===== src/rtl/romReadPkg.sv =====
package romReadPkg;
  typedef enum logic [1:0] {
    ST_IDLE    = 2'd0,
    ST_LEAD    = 2'd1,
    ST_STROBE  = 2'd2,
    ST_RECOVER = 2'd3
  } phase_t;

  typedef struct packed {
    logic loadAddr;
    logic captureData;
  } dpStrobe_t;
endpackage


===== src/rtl/romReadFsm.sv =====
module romReadFsm
  import romReadPkg::*;
#(
  parameter int ADDR_WAIT  = 4,
  parameter int OE_WAIT    = 2,
  parameter int FLOAT_WAIT = 2
) (
  input  logic      clk,
  input  logic      rstN,
  input  logic      reqValid,
  output logic      reqReady,
  output logic      romCeN,
  output logic      romOeN,
  output dpStrobe_t strobe
);
  localparam int LEAD_CYC = ADDR_WAIT - OE_WAIT;
  localparam int MAX_A    = (LEAD_CYC > OE_WAIT) ? LEAD_CYC : OE_WAIT;
  localparam int MAX_C    = (MAX_A > FLOAT_WAIT) ? MAX_A : FLOAT_WAIT;
  localparam int CNT_W    = $clog2(MAX_C + 1);

  phase_t phase, phaseNext;
  logic [CNT_W-1:0] cnt, cntNext;
  logic cntDone;

  assign cntDone = (cnt == '0);

  always_comb begin
    phaseNext = phase;
    cntNext   = cnt;
    strobe    = '0;
    unique case (phase)
      ST_IDLE: begin
        if (reqValid) begin
          strobe.loadAddr = 1'b1;
          phaseNext       = ST_LEAD;
          cntNext         = CNT_W'(LEAD_CYC - 1);
        end
      end
      ST_LEAD: begin
        if (cntDone) begin
          phaseNext = ST_STROBE;
          cntNext   = CNT_W'(OE_WAIT - 1);
        end else begin
          cntNext = cnt - 1'b1;
        end
      end
      ST_STROBE: begin
        if (cntDone) begin
          strobe.captureData = 1'b1;
          phaseNext          = ST_RECOVER;
          cntNext            = CNT_W'(FLOAT_WAIT - 1);
        end else begin
          cntNext = cnt - 1'b1;
        end
      end
      ST_RECOVER: begin
        if (cntDone) phaseNext = ST_IDLE;
        else         cntNext   = cnt - 1'b1;
      end
      default: phaseNext = ST_IDLE;
    endcase
  end

  always_ff @(posedge clk or negedge rstN) begin
    if (!rstN) begin
      phase <= ST_IDLE;
      cnt   <= '0;
    end else begin
      phase <= phaseNext;
      cnt   <= cntNext;
    end
  end

  assign reqReady = (phase == ST_IDLE);
  assign romCeN   = !((phase == ST_LEAD) || (phase == ST_STROBE));
  assign romOeN   = (phase != ST_STROBE);

  // output enable only inside the chip-select window
  assert_oe_inside_ce_R4: assert property (@(posedge clk) disable iff (!rstN)
    !romOeN |-> !romCeN);

  // after a capture the controller is still busy for the recovery interval
  assert_busy_after_capture_R7: assert property (@(posedge clk) disable iff (!rstN)
    strobe.captureData |=> !reqReady);
endmodule


===== src/rtl/romReadDatapath.sv =====
module romReadDatapath
  import romReadPkg::*;
#(
  parameter int ADDR_W = 18,
  parameter int DATA_W = 16
) (
  input  logic              clk,
  input  logic              rstN,
  input  dpStrobe_t         strobe,
  input  logic [ADDR_W-1:0] reqAddr,
  input  logic [DATA_W-1:0] romData,
  input  logic              romCeN,
  output logic [ADDR_W-1:0] romAddr,
  output logic [DATA_W-1:0] rspData,
  output logic              rspValid
);
  always_ff @(posedge clk or negedge rstN) begin
    if (!rstN) begin
      romAddr  <= '0;
      rspData  <= '0;
      rspValid <= 1'b0;
    end else begin
      if (strobe.loadAddr)    romAddr <= reqAddr;
      if (strobe.captureData) rspData <= romData;
      rspValid <= strobe.captureData;
    end
  end

  // address held steady through the chip-select window
  assert_addr_stable_R3: assert property (@(posedge clk) disable iff (!rstN)
    (!romCeN && !strobe.loadAddr) |=> (romCeN || $stable(romAddr)));

  // response strobe lasts exactly one cycle
  assert_rsp_single_R5: assert property (@(posedge clk) disable iff (!rstN)
    rspValid |=> !rspValid);
endmodule


===== src/rtl/romReadCtrl.sv =====
module romReadCtrl
  import romReadPkg::*;
#(
  parameter int ADDR_W     = 18,
  parameter int DATA_W     = 16,
  parameter int ADDR_WAIT  = 4,
  parameter int OE_WAIT    = 2,
  parameter int FLOAT_WAIT = 2
) (
  input  logic              clk,
  input  logic              rstN,
  input  logic              reqValid,
  input  logic [ADDR_W-1:0] reqAddr,
  output logic              reqReady,
  output logic              rspValid,
  output logic [DATA_W-1:0] rspData,
  output logic [ADDR_W-1:0] romAddr,
  output logic              romCeN,
  output logic              romOeN,
  input  logic [DATA_W-1:0] romData
);
  dpStrobe_t strobe;

  romReadFsm #(
    .ADDR_WAIT (ADDR_WAIT),
    .OE_WAIT   (OE_WAIT),
    .FLOAT_WAIT(FLOAT_WAIT)
  ) uFsm (
    .clk     (clk),
    .rstN    (rstN),
    .reqValid(reqValid),
    .reqReady(reqReady),
    .romCeN  (romCeN),
    .romOeN  (romOeN),
    .strobe  (strobe)
  );

  romReadDatapath #(
    .ADDR_W(ADDR_W),
    .DATA_W(DATA_W)
  ) uDp (
    .clk     (clk),
    .rstN    (rstN),
    .strobe  (strobe),
    .reqAddr (reqAddr),
    .romData (romData),
    .romCeN  (romCeN),
    .romAddr (romAddr),
    .rspData (rspData),
    .rspValid(rspValid)
  );

  // response is delivered with the device already in standby
  assert_standby_on_rsp_R6: assert property (@(posedge clk) disable iff (!rstN)
    rspValid |-> (romCeN && romOeN));

  // the end of the output-enable window coincides with the response
  assert_oe_end_rsp_R5: assert property (@(posedge clk) disable iff (!rstN)
    $rose(romOeN) |-> rspValid);
endmodule


===== config.mk =====
export PLATFORM = sky130hd
export DESIGN_NAME = romReadCtrl
export DESIGN_NICKNAME = d
export VERILOG_FILES = /design/src/rtl/romReadPkg.sv /design/src/rtl/romReadFsm.sv /design/src/rtl/romReadDatapath.sv /design/src/rtl/romReadCtrl.sv
export SDC_FILE = /design/constraint.sdc
export NUM_CORES = 1
export LEC_CHECK = 0
export ABC_AREA = 1
export CAP_MARGIN = 20
export CORE_MARGIN = 2
export CORE_UTILIZATION = 50
export CTS_BUF_LIST = sky130_fd_sc_hd__clkbuf_16
export DETAILED_ROUTE_END_ITERATION = 12
export DONT_BUFFER_PORTS = 1
export HOLD_SLACK_MARGIN = 0.06
export PLACE_DENSITY = 0.76
export SYNTH_ARGS = -nofsm -noshare
export SYNTH_HDL_FRONTEND = slang
export SYNTH_HIERARCHICAL = 1
export SYNTH_SLANG_ARGS = --single-unit

===== constraint.sdc =====
create_clock -name clk -period 2.9 [get_ports clk]
set_clock_uncertainty 0.05 [all_clocks]
set_input_delay 0.29 -clock clk [delete_from_list [all_inputs] [get_ports clk]]
set_output_delay 0.29 -clock clk [all_outputs]
set_load 0.02 [all_outputs]

==> flow_metrics.py <==
metrics = {
    "critical_path": {
        "worstPathRequired_ns": 3.01,
        "slowest_stage": "inv_1",
        "worstPathArrival_ns": 2.10,
        "start_kind": "flop",
        "startpoint": "uFsm/phase[0]",
        "r2r-start": "uFsm/phase[0]",
        "critical_path_class": "flop to flop",
        "worst_path_largest_cell_delay_ns": 0.51,
        "endpoint_kind": "flop",
        "path_cells": "inv_1, ha_1, nand2_1, inv_1, inv_8, nand2_1, nand2_1",
        "path_max_fanout": 19,
        "cp_common_cell": "nand2_1",
        "path_buf_inv": 3,
        "cp_top_family": "buffers and inverters",
    },
    "job": {
        "cap_violations": 0,
    },
    "place": {
        "port_buffers": 0,
        "place_area_sq_um": 1720,
        "post-dp-hpwl_um": 2330,
        "dp.cells": 238,
        "routabilityCongestion": 0.763,
    },
    "floorplanning": {
        "die_w_um": 62.9,
        "num_rows": 21,
        "io_pins": 75,
        "start_util": 0.519,
        "dieArea_sq_um": 3950,
        "core_area_sq_um": 3340,
        "die_h_um": 62.9,
    },
    "sta": {
        "setup_viol": 0,
        "finalCritPeriodShare": 0.686,
        "hold_viol_final": 0,
        "whs_ns": 0.0861,
        "slew_viol_final": 0,
        "setup-tns-final_ns": 0,
        "rsz0062_at_grt": "no",
        "max_slew_margin": 0.557,
        "min_period_ns": 1.99,
        "worst_pin_slew_ns": 0.664,
        "fmax_mhz": 503,
    },
    "cells_and_area": {
        "area_growth_pct": 10.2,
        "final_nets": 246,
        "antenna_cells": 0,
        "seq_area_sq_um": 976,
        "final_cells": 247,
        "final_common_cell": "nand2_1",
        "final_area_sq_um": 1910,
        "multi_input_area_sq_um": 621,
        "fillers": 311,
        "mostFrequentLayoutCells": "nand2_1, dfrtp_1, inv_1",
        "drive_above_1_share": 0.0945,
    },
    "yosys": {
        "netlist-cell-type-count": 19,
        "synth_top_area_share": 0.563,
        "ys_ff_latch": 39,
        "avgSynthCellArea_sq_um": 8.75,
        "yosys.area.top_type": "dfrtp_1",
        "syn-instance-count": 198,
        "synthTopCellsByArea": "dfrtp_1, nand2_1, ha_1",
        "yosysWarnings": 6,
        "syn_area_sq_um": 1730,
        "yosysSeqAreaShare": 0.563,
        "syn-num-nets": 243,
    },
    "clock_tree": {
        "cts_sinks": 39,
        "clkTransAtPathRegs_ns": 0.05,
        "cts_inserted_buffers": 5,
        "ctsLongestPathBuffers": 2,
        "cts_resized": 0,
        "cts_tree": "yes",
        "clk_latency_ns": 0.27,
        "htreeDepth": 2,
        "root_buffer": "clkbuf_16",
    },
    "global_route": {
        "antenna_found_initial": 0,
        "grt.total_usage": 0.176,
        "grt_pass1_vias": 1199,
        "grt_max_degree": 40,
        "grt_pass1_wl_um": 5530,
        "grt.overflow.total": 0,
    },
    "route": {
        "vias": 1176,
        "dr.pass1.iters": 4,
        "via_per_inst": 4.76,
        "wirelength_um": 3250,
        "initialDrtViolationCount": 95,
        "ant_nets": 0,
        "drt-wirelength-per-cell_um": 13.2,
        "route.detailed.drc": 0,
    },
    "worst_hold_path": {
        "min-delay-start": "romData[15]",
        "hold_class": "primary input to flop",
    },
    "power_and_ir_drop": {
        "max-vdd-ir-drop_v": 0.000540,
        "power_density_nw_per_um2": 1360,
        "p_leak_nw": 1.07,
        "p_total_w": 0.00260,
    },
    "outcome": {
        "status": "completed",
    },
}
==> worst reg2reg max path, delay by kind of cell (launching register included) <==
family                   cells  cell delay, ns
buffers and inverters        3            0.79
flip-flops                   1            0.41
adder cells (fa/ha/maj)      1            0.37
AND/OR/NAND/NOR              3            0.27
==> where the power goes <==
group,switching [W],internal (W)
logic,0.000483,0.000248
clock network,0.000182,0.000397
registers,0.000480,0.000811
total,0.00115,0.00146
==> sequential cells by signal, indices dropped and copies added (netlist names) <==
| register | cells |
|---|---|
| uDp/romAddr | 18 |
| uDp/rspData | 16 |
| uFsm/cnt | 2 |
| uFsm/phase | 2 |
| uDp/rspValid | 1 |
==> layer usage <==
| metal | share of wire | vias up | GRT usage | routed length, um |
|---|---|---|---|---|
| li1 | - | 591 | - | - |
| met1 | 0.43 | 545 | 0.203 | 1400 |
| met2 | 0.48 | 38 | 0.293 | 1570 |
| met3 | 0.079 | 2 | 0.0667 | 257 |
| met4 | 0.0068 | 0 | 0.0750 | 22 |
| met5 | 0 | - | 0 | 0 |
==> final timing paths <==
kind / to / slack (ns) / cells after the start
max: uDp/romAddr[10] / 0.91 / 7
min: uDp/rspData[15] / 0.09 / 2
max reg2reg: uDp/romAddr[10] / 0.91 / 7
min reg2reg: uFsm/cnt[1] / 0.47 / 2
max in group asynchronous: uDp/romAddr[3] / 2.17 / 2
min in group asynchronous: uDp/rspData[6] / 0.45 / 2
==> cells in the mapped netlist <==
| cell type | count |
|---|---|
| buf_6 | 3 |
| nand2_4 | 1 |
| a21oi_1 | 1 |
| inv_1 | 10 |
| nand2_2 | 6 |
| dfrtp_1 | 39 |
| nand2_1 | 115 |
| ha_1 | 8 |
| inv_4 | 1 |
| o21ai_1 | 2 |
| inv_8 | 1 |
| o21ai_0 | 1 |
| buf_8 | 1 |
| nand3_1 | 2 |
| clkbuf_8 | 1 |
| or2_1 | 1 |
| buf_4 | 1 |
| inv_2 | 3 |
| nor2_1 | 1 |
==> cell families (layout without fill, tap and decap cells) <==
group	after synthesis	in the layout	synth area share
fa+ha+maj	8	8	0.0578
simple gates	126	126	0.289
flops	39	39	0.563
compound gates	4	4	0.0115
buf+inv	21	24	0.0787
==> repair_timing <==
action / in CTS / in global routing
hold buffers: 2 / 0
setup buffers: 0 / 0
setup endpoints to repair: 0 / 0
hold endpoints to repair: 39 / 0
==> area by class of cell <==
type                            instances  area share
Inverter                               15      0.0347
Clock inverter                          2      0.0177
Tap cell                               46      0.0301
Sequential cell                        39       0.511
Multi-Input combinational cell        138       0.325
Timing Repair Buffer                    2      0.0157
Clock buffer                            5      0.0655
==> metrics by stage <==
step | util | setup slack (ns)
after floorplan | - | 1.34
after global placement | 0.516 | 0.960
after detailed placement | 0.516 | 0.922
after CTS | 0.572 | 0.907
after global routing | 0.572 | 0.744
final | 0.572 | 0.912
(Power assumes the default switching activity.)
